**src/rtl/ipipe_pkg.sv**
```systemverilog
package ipipe_pkg;
    localparam int DATA_W  = 16;
    localparam int REG_AW  = 4;
    localparam int NREG    = 1 << REG_AW;
    localparam int IMM_W   = 8;
    localparam int OP_W    = 3;
    localparam int INSTR_W = OP_W + 3 * REG_AW + IMM_W;
    localparam int BACK_STAGES = 3;                     // operand fetch, execute, save
    localparam int CNT_W   = $clog2(BACK_STAGES + 1);

    typedef enum logic [OP_W-1:0] {
        OP_NOP   = 3'd0,
        OP_ADD   = 3'd1,
        OP_ADDI  = 3'd2,
        OP_LOAD  = 3'd3,
        OP_STORE = 3'd4,
        OP_GOTO  = 3'd5,
        OP_BNZ   = 3'd6,
        OP_HALT  = 3'd7
    } op_e;

    typedef struct packed {
        op_e               op;
        logic [REG_AW-1:0] ra;
        logic [REG_AW-1:0] rb;
        logic [REG_AW-1:0] rc;
        logic [IMM_W-1:0]  imm;
    } instr_t;

    typedef struct packed {
        op_e               op;
        logic [REG_AW-1:0] ra;
        logic [IMM_W-1:0]  imm;
    } tag_t;

    typedef struct packed {
        logic   v;
        instr_t ins;
    } opf_stage_t;

    typedef struct packed {
        logic              v;
        tag_t              t;
        logic [DATA_W-1:0] x;
        logic [DATA_W-1:0] y;
    } exe_stage_t;

    typedef struct packed {
        logic              v;
        tag_t              t;
        logic [DATA_W-1:0] res;
    } sav_stage_t;

    function automatic logic writes_a(op_e op);
        return (op == OP_ADD) || (op == OP_ADDI) || (op == OP_LOAD);
    endfunction

    function automatic logic reads_a(op_e op);
        return (op == OP_STORE) || (op == OP_BNZ);
    endfunction

    function automatic logic reads_b(op_e op);
        return (op == OP_ADD) || (op == OP_ADDI);
    endfunction

    function automatic logic reads_c(op_e op);
        return op == OP_ADD;
    endfunction

    function automatic logic is_xfer(op_e op);
        return (op == OP_GOTO) || (op == OP_BNZ);
    endfunction

    function automatic logic store_hits(logic v, op_e op, logic [IMM_W-1:0] st_addr,
                                        logic [IMM_W-1:0] ld_addr);
        return v && (op == OP_STORE) && (st_addr == ld_addr);
    endfunction
endpackage

```
**src/rtl/ipipe_regfile.sv**
```systemverilog
module ipipe_regfile #(
    parameter int DW  = 16,
    parameter int AW  = 4,
    parameter int NRD = 3
) (
    input  logic          clk,
    input  logic          rst,
    input  logic          we,
    input  logic [AW-1:0] waddr,
    input  logic [DW-1:0] wdata,
    input  logic [AW-1:0] raddr [NRD],
    output logic [DW-1:0] rdata [NRD]
);
    localparam int N = 1 << AW;

    logic [DW-1:0] regs [N];

    always_ff @(posedge clk) begin
        if (rst) begin
            for (int i = 0; i < N; i++) regs[i] <= '0;
        end else if (we) begin
            regs[waddr] <= wdata;
        end
    end

    generate
        for (genvar g = 0; g < NRD; g++) begin : g_rd
            assign rdata[g] = regs[raddr[g]];
        end
    endgenerate
endmodule

```
**src/rtl/ipipe_scoreboard.sv**
```systemverilog
module ipipe_scoreboard #(
    parameter int N  = 16,
    parameter int CW = 2
) (
    input  logic                 clk,
    input  logic                 rst,
    input  logic                 set_en,
    input  logic [$clog2(N)-1:0] set_idx,
    input  logic                 clr_en,
    input  logic [$clog2(N)-1:0] clr_idx,
    output logic [N-1:0]         busy
);
    localparam int IW = $clog2(N);

    generate
        for (genvar g = 0; g < N; g++) begin : g_ent
            logic [CW-1:0] cnt;
            logic inc, dec;
            assign inc = set_en && (set_idx == IW'(g));
            assign dec = clr_en && (clr_idx == IW'(g));
            always_ff @(posedge clk) begin
                if (rst)              cnt <= '0;
                else if (inc && !dec) cnt <= cnt + 1'b1;
                else if (dec && !inc) cnt <= cnt - 1'b1;
            end
            assign busy[g] = |cnt;
        end
    endgenerate
endmodule

```
**src/rtl/ipipe_exec.sv**
```systemverilog
module ipipe_exec
    import ipipe_pkg::*;
#(
    parameter int DW = 16
) (
    input  op_e           op,
    input  logic [DW-1:0] x,
    input  logic [DW-1:0] y,
    input  logic [DW-1:0] ld_val,
    input  logic [DW-1:0] st_val,
    output logic [DW-1:0] res
);
    always_comb begin
        case (op)
            OP_ADD, OP_ADDI: res = x + y;
            OP_LOAD:         res = ld_val;
            OP_STORE:        res = st_val;
            OP_BNZ:          res = {{(DW-1){1'b0}}, |x};
            default:         res = '0;
        endcase
    end
endmodule

```
**src/rtl/ipipe_core.sv**
```systemverilog
module ipipe_core
    import ipipe_pkg::*;
(
    input  logic               clk,
    input  logic               rst,
    output logic [IMM_W-1:0]   imem_addr,
    input  logic [INSTR_W-1:0] imem_rdata,
    output logic [IMM_W-1:0]   dmem_raddr,
    input  logic [DATA_W-1:0]  dmem_rdata,
    output logic               dmem_we,
    output logic [IMM_W-1:0]   dmem_waddr,
    output logic [DATA_W-1:0]  dmem_wdata,
    output logic               done
);
    logic [IMM_W-1:0] pc, d_pc;
    logic             d_valid, ctl_pend, halted;
    instr_t           d_ins;
    opf_stage_t       o_q;
    exe_stage_t       e_q;
    sav_stage_t       s_q;
    logic [NREG-1:0]  busy;

    logic hazard, d_stall, d_go, d_ctl, d_halt, fetch_en;
    logic s_wr_en, s_redirect, s_xfer_done;
    logic [REG_AW-1:0] s_wr_idx;
    logic [REG_AW-1:0] rf_ra [3];
    logic [DATA_W-1:0] rf_rd [3];
    logic [DATA_W-1:0] e_res;

    assign d_ins = instr_t'(imem_rdata);

    // ---------------- decode interlock ----------------
    always_comb begin
        hazard = (reads_a(d_ins.op) && busy[d_ins.ra])
              || (reads_b(d_ins.op) && busy[d_ins.rb])
              || (reads_c(d_ins.op) && busy[d_ins.rc]);
        if (d_ins.op == OP_LOAD) begin
            hazard = hazard
                || store_hits(o_q.v, o_q.ins.op, o_q.ins.imm, d_ins.imm)
                || store_hits(e_q.v, e_q.t.op, e_q.t.imm, d_ins.imm)
                || store_hits(s_q.v, s_q.t.op, s_q.t.imm, d_ins.imm);
        end
    end

    assign d_stall  = d_valid && hazard;
    assign d_go     = d_valid && !hazard;
    assign d_ctl    = d_go && is_xfer(d_ins.op);
    assign d_halt   = d_go && (d_ins.op == OP_HALT);
    assign fetch_en = !d_stall && !ctl_pend && !d_ctl && !d_halt && !halted;

    // ---------------- fetch ----------------
    assign imem_addr = d_stall ? d_pc : pc;

    assign s_xfer_done = s_q.v && is_xfer(s_q.t.op);
    assign s_redirect  = s_q.v && ((s_q.t.op == OP_GOTO) ||
                                   ((s_q.t.op == OP_BNZ) && s_q.res[0]));

    always_ff @(posedge clk) begin
        if (rst) begin
            pc       <= '0;
            d_pc     <= '0;
            d_valid  <= 1'b0;
            ctl_pend <= 1'b0;
            halted   <= 1'b0;
        end else begin
            if (d_halt) halted <= 1'b1;
            if (d_ctl)            ctl_pend <= 1'b1;
            else if (s_xfer_done) ctl_pend <= 1'b0;
            if (s_redirect)    pc <= s_q.t.imm;
            else if (fetch_en) pc <= pc + 1'b1;
            if (!d_stall) begin
                d_valid <= fetch_en;
                d_pc    <= pc;
            end
        end
    end

    // ---------------- operand fetch ----------------
    always_ff @(posedge clk) begin
        if (rst) o_q <= '0;
        else     o_q <= '{v: d_go && (d_ins.op != OP_HALT), ins: d_ins};
    end

    always_comb begin
        rf_ra[0] = (o_q.ins.op == OP_BNZ) ? o_q.ins.ra : o_q.ins.rb;
        rf_ra[1] = o_q.ins.rc;
        rf_ra[2] = e_q.t.ra;
    end

    always_ff @(posedge clk) begin
        if (rst) begin
            e_q <= '0;
        end else begin
            e_q.v <= o_q.v;
            e_q.t <= '{op: o_q.ins.op, ra: o_q.ins.ra, imm: o_q.ins.imm};
            e_q.x <= rf_rd[0];
            e_q.y <= (o_q.ins.op == OP_ADD) ? rf_rd[1] : DATA_W'(o_q.ins.imm);
        end
    end

    // ---------------- execute ----------------
    assign dmem_raddr = e_q.t.imm;

    ipipe_exec #(.DW(DATA_W)) u_exec (
        .op     (e_q.t.op),
        .x      (e_q.x),
        .y      (e_q.y),
        .ld_val (dmem_rdata),
        .st_val (rf_rd[2]),
        .res    (e_res)
    );

    always_ff @(posedge clk) begin
        if (rst) s_q <= '0;
        else     s_q <= '{v: e_q.v, t: e_q.t, res: e_res};
    end

    // ---------------- output save ----------------
    assign s_wr_en    = s_q.v && writes_a(s_q.t.op);
    assign s_wr_idx   = s_q.t.ra;
    assign dmem_we    = s_q.v && (s_q.t.op == OP_STORE);
    assign dmem_waddr = s_q.t.imm;
    assign dmem_wdata = s_q.res;

    ipipe_regfile #(.DW(DATA_W), .AW(REG_AW), .NRD(3)) u_rf (
        .clk   (clk),
        .rst   (rst),
        .we    (s_wr_en),
        .waddr (s_wr_idx),
        .wdata (s_q.res),
        .raddr (rf_ra),
        .rdata (rf_rd)
    );

    ipipe_scoreboard #(.N(NREG), .CW(CNT_W)) u_sb (
        .clk     (clk),
        .rst     (rst),
        .set_en  (d_go && writes_a(d_ins.op)),
        .set_idx (d_ins.ra),
        .clr_en  (s_wr_en),
        .clr_idx (s_wr_idx),
        .busy    (busy)
    );

    assign done = halted && !o_q.v && !e_q.v && !s_q.v;
endmodule

```
**config.mk**
```make
export PLATFORM = sky130hd
export DESIGN_NAME = ipipe_core
export DESIGN_NICKNAME = d
export VERILOG_FILES = /design/src/rtl/ipipe_pkg.sv /design/src/rtl/ipipe_regfile.sv /design/src/rtl/ipipe_scoreboard.sv /design/src/rtl/ipipe_exec.sv /design/src/rtl/ipipe_core.sv
export SDC_FILE = /design/constraint.sdc
export NUM_CORES = 1
export LEC_CHECK = 0
export BUFFER_PORTS_ARGS = -buffer_cell sky130_fd_sc_hd__buf_2
export CORE_MARGIN = 2
export CORE_UTILIZATION = 49
export DETAILED_ROUTE_END_ITERATION = 10
export PLACE_DENSITY = 0.62
export SETUP_SLACK_MARGIN = 0.1
export SLEW_MARGIN = 20
export SYNTH_ARGS = -nofsm -noshare
export SYNTH_HDL_FRONTEND = slang
export SYNTH_SLANG_ARGS = --single-unit
```
**constraint.sdc**
```tcl
create_clock -name clk -period 7.45 [get_ports clk]
set_input_delay 0.3725 -clock clk [delete_from_list [all_inputs] [get_ports clk]]
set_output_delay 0.3725 -clock clk [all_outputs]
set_load 0.02 [all_outputs]
```
==> flow_metrics.py <==
metrics = {
    "outcome": {
        "status": "complete, no violations",
    },
    "sta": {
        "setup_ws_ps": 3150,
        "rsz0062_at_grt": "no",
        "maxSlewHeadroom": 0.258,
        "finalHoldViolations": 0,
        "slew_viol_final": 0,
        "max_freq_ghz": 0.233,
        "skew_ps": 32.1,
        "hold_ws_ps": 30.7,
        "timing.final.crit_share": 0.577,
        "setup_viol": 0,
        "setup_tns_ps": 0,
        "tightest_slew_ps": 1110,
        "period_needed_ps": 4300,
    },
    "power_and_ir_drop": {
        "leakage_nw": 9.12,
        "power_density_nw_per_um2": 215,
        "peakVddDrop_uv": 207,
    },
    "clock_tree": {
        "ctsLongestPathBuffers": 3,
        "cts.repair.resized": 0,
        "postCtsSetupRepairBufs": 0,
        "cts_hold_buffers": 0,
        "clock_latency_ps": 590,
        "h-tree-depth": 2,
        "cts_buffers": 45,
        "path_clk_slew_ps": 60,
        "cts-root-buf": "clkbuf_16",
        "clock-sinks": 411,
        "cts_tree": "done",
    },
    "setup_path": {
        "path_max_fanout": 11,
        "worstPathArrival_ps": 3930,
        "start_kind": "register",
        "crit_type": "reg2out",
        "endpoint_kind": "output port",
        "critPathRequiredTime_ps": 7080,
    },
    "global_route": {
        "grt_overflow": 0,
        "gr-usage-all-layers": 0.281,
        "grt_pass1_vias": 15200,
        "grt_max_degree": 91,
        "antenna_found_initial": 4,
        "grt_pass1_wl_um": 98000,
    },
    "final_layout": {
        "final_common_cell": "and2_1",
        "mostFrequentLayoutCells": "259 x and2_1, 256 x edfxtp_1, 237 x mux4_2",
        "n_antenna_cell": 0,
        "multiInputGateArea_um2": 11400,
        "stdcell_area_um2": 25300,
        "nNetsFinal": 1820,
        "areaGrowthSynthToFinish_pct": 10.6,
        "register_area_um2": 10800,
        "drive_gt1_frac": 0.267,
        "fillers": 3770,
    },
    "synthesis": {
        "yosysSeqAreaShare": 0.472,
        "yosysUniqueCellTypes": 61,
        "ys_seq_elements": 411,
        "synth_edf_count": 256,
        "async_reset_ff_frac": 0,
        "avgSynthCellArea_um2": 13.2,
        "syn-num-nets": 1809,
        "yosysWarnings": 0,
        "syn_inst": 1735,
        "synth_flop_cell": "edfxtp_1",
        "syn-cell-area_um2": 22900,
    },
    "detailed_routing": {
        "drc": 0,
        "vias_per_cell": 6.40,
        "vias": 15300,
        "drt.antenna.violating_nets": 0,
        "drt_pass1_iterations": 6,
        "finalWirelength_um": 67100,
        "avgRoutedWirePerCell_um": 28.1,
        "drt_iter0_drc": 1677,
    },
    "placed_design": {
        "numPortBuffers": 82,
        "hpwl_um": 42300,
        "placed_area_um2": 23700,
        "place_ws_ps": 3530,
        "gp_congestion": 0.852,
    },
    "job": {
        "maxCapViolations": 0,
    },
    "floorplanning": {
        "initial_core_util": 0.494,
        "die_x_um": 220,
        "core_area_um2": 46300,
        "num_rows": 79,
        "io_pins": 83,
        "die_y_um": 220,
        "dieArea_um2": 48400,
    },
    "hold_path": {
        "hold_class": "in2reg",
    },
}
report_power, final:
| part | switching (W) | total [W] | internal, W |
|---|---|---|---|
| logic | 0.000298 | 0.000568 | 0.000270 |
| registers | 0.0000920 | 0.00258 | 0.00249 |
| clock network | 0.000956 | 0.00229 | 0.00134 |
cell usage after synthesis, drive strengths merged, types with 2 or more instances:
cell     count  share of area
a2111oi      2        0.00077
a211oi      39          0.013
a21o         5         0.0016
a21oi       39         0.0085
a222oi       9         0.0039
a22oi        6         0.0020
a311oi       2        0.00077
and2       259          0.071
and2b        2        0.00066
and3         3        0.00082
buf         62          0.016
clkbuf      95          0.016
dfxtp      155           0.14
edfxtp     256           0.34
ha          32          0.018
inv          8         0.0013
mux2        10         0.0057
mux2i       25          0.011
mux4       237           0.23
nand2       51         0.0084
nand2b      22         0.0060
nand3       15         0.0033
nand3b       6         0.0020
nand4       10         0.0027
nor2       113          0.019
nor2b       87          0.024
nor3        11         0.0024
nor4         7         0.0019
nor4b        2        0.00077
o21a         4         0.0013
o21ai       39         0.0085
o22ai        2        0.00055
or2          2        0.00055
or3         23         0.0063
xnor2       35          0.013
xor2        43          0.016
stage by stage:
step,utilization,std cells,power [W]
3_3_place_gp,0.513,2304,0.00318
2_1_floorplan,-,1735,0.00299
4_1_cts,0.546,2386,0.00547
5_1_grt,0.546,2388,0.00560
3_5_place_dp,0.513,2304,0.00319
6_report,0.546,2388,0.00545
cell type report:
cell class                 instances  share of cell area
clock buffer                      60              0.0516
clock inverter                    22             0.00797
inverter                           8             0.00119
multi-input combinational       1159               0.453
sequential                       411               0.427
tap                              607              0.0300
timing repair buffer             121              0.0290
worst max-delay path: stages, from the launching register on:
cell and delay [ps]:
dfxtp_1 380, nor2_1 120, mux4_2 470, mux4_2 460
or4b_1 480, nand4_1 380, and2_1 520, mux2_1 380
buf_2 160
final timing paths:
| kind | startpoint | endpoint | slack (ps) | cells after the start |
|---|---|---|---|---|
| hold / removal | dmem_rdata[5] | dmem_wdata[5]$_SDFF_PP0_ | 30 | 3 |
| setup / recovery | u_sb.g_ent[13].cnt[0]$_SDFFE_PP0P_ | imem_addr[2] | 3150 | 8 |
| hold reg to reg | u_sb.g_ent[4].cnt[1]$_SDFFE_PP0P_ | u_sb.g_ent[4].cnt[1]$_SDFFE_PP0P_ | 480 | 2 |
| setup reg to reg | u_sb.g_ent[13].cnt[0]$_SDFFE_PP0P_ | u_sb.g_ent[14].cnt[1]$_SDFFE_PP0P_ | 3680 | 11 |
sequential cells by signal, summed over array words and instances, names as in the netlist, named ones only:
| signal | flops |
|---|---|
| halted | 1 |
| s_q | 4 |
| dmem_raddr | 8 |
| pc | 8 |
| dmem_waddr | 8 |
| s_wr_idx | 4 |
| u_rf.regs | 256 |
| u_sb.g_ent.cnt | 32 |
| d_valid | 1 |
| d_pc | 8 |
| dmem_wdata | 16 |
| e_q | 40 |
| o_q | 20 |
| ctl_pend | 1 |
kinds of logic after synthesis:
| group | count (synthesis) | share of synthesized area |
|---|---|---|
| compound gates | 158 | 0.0451 |
| simple gates | 618 | 0.151 |
| buf+inv | 165 | 0.0334 |
| flops | 411 | 0.472 |
| mux | 272 | 0.250 |
| fa+ha+maj | 33 | 0.0184 |
| xor+xnor | 78 | 0.0299 |
per-layer routing:
layer	part of all wire	wire length [um]	up-vias	track usage
li1	-	-	6535	-
met1	0.39	26000	7746	0.372
met2	0.48	32000	842	0.450
met3	0.10	6850	153	0.0734
met4	0.033	2220	0	0.100
met5	0	0	-	0
(Power assumes the default switching activity.)
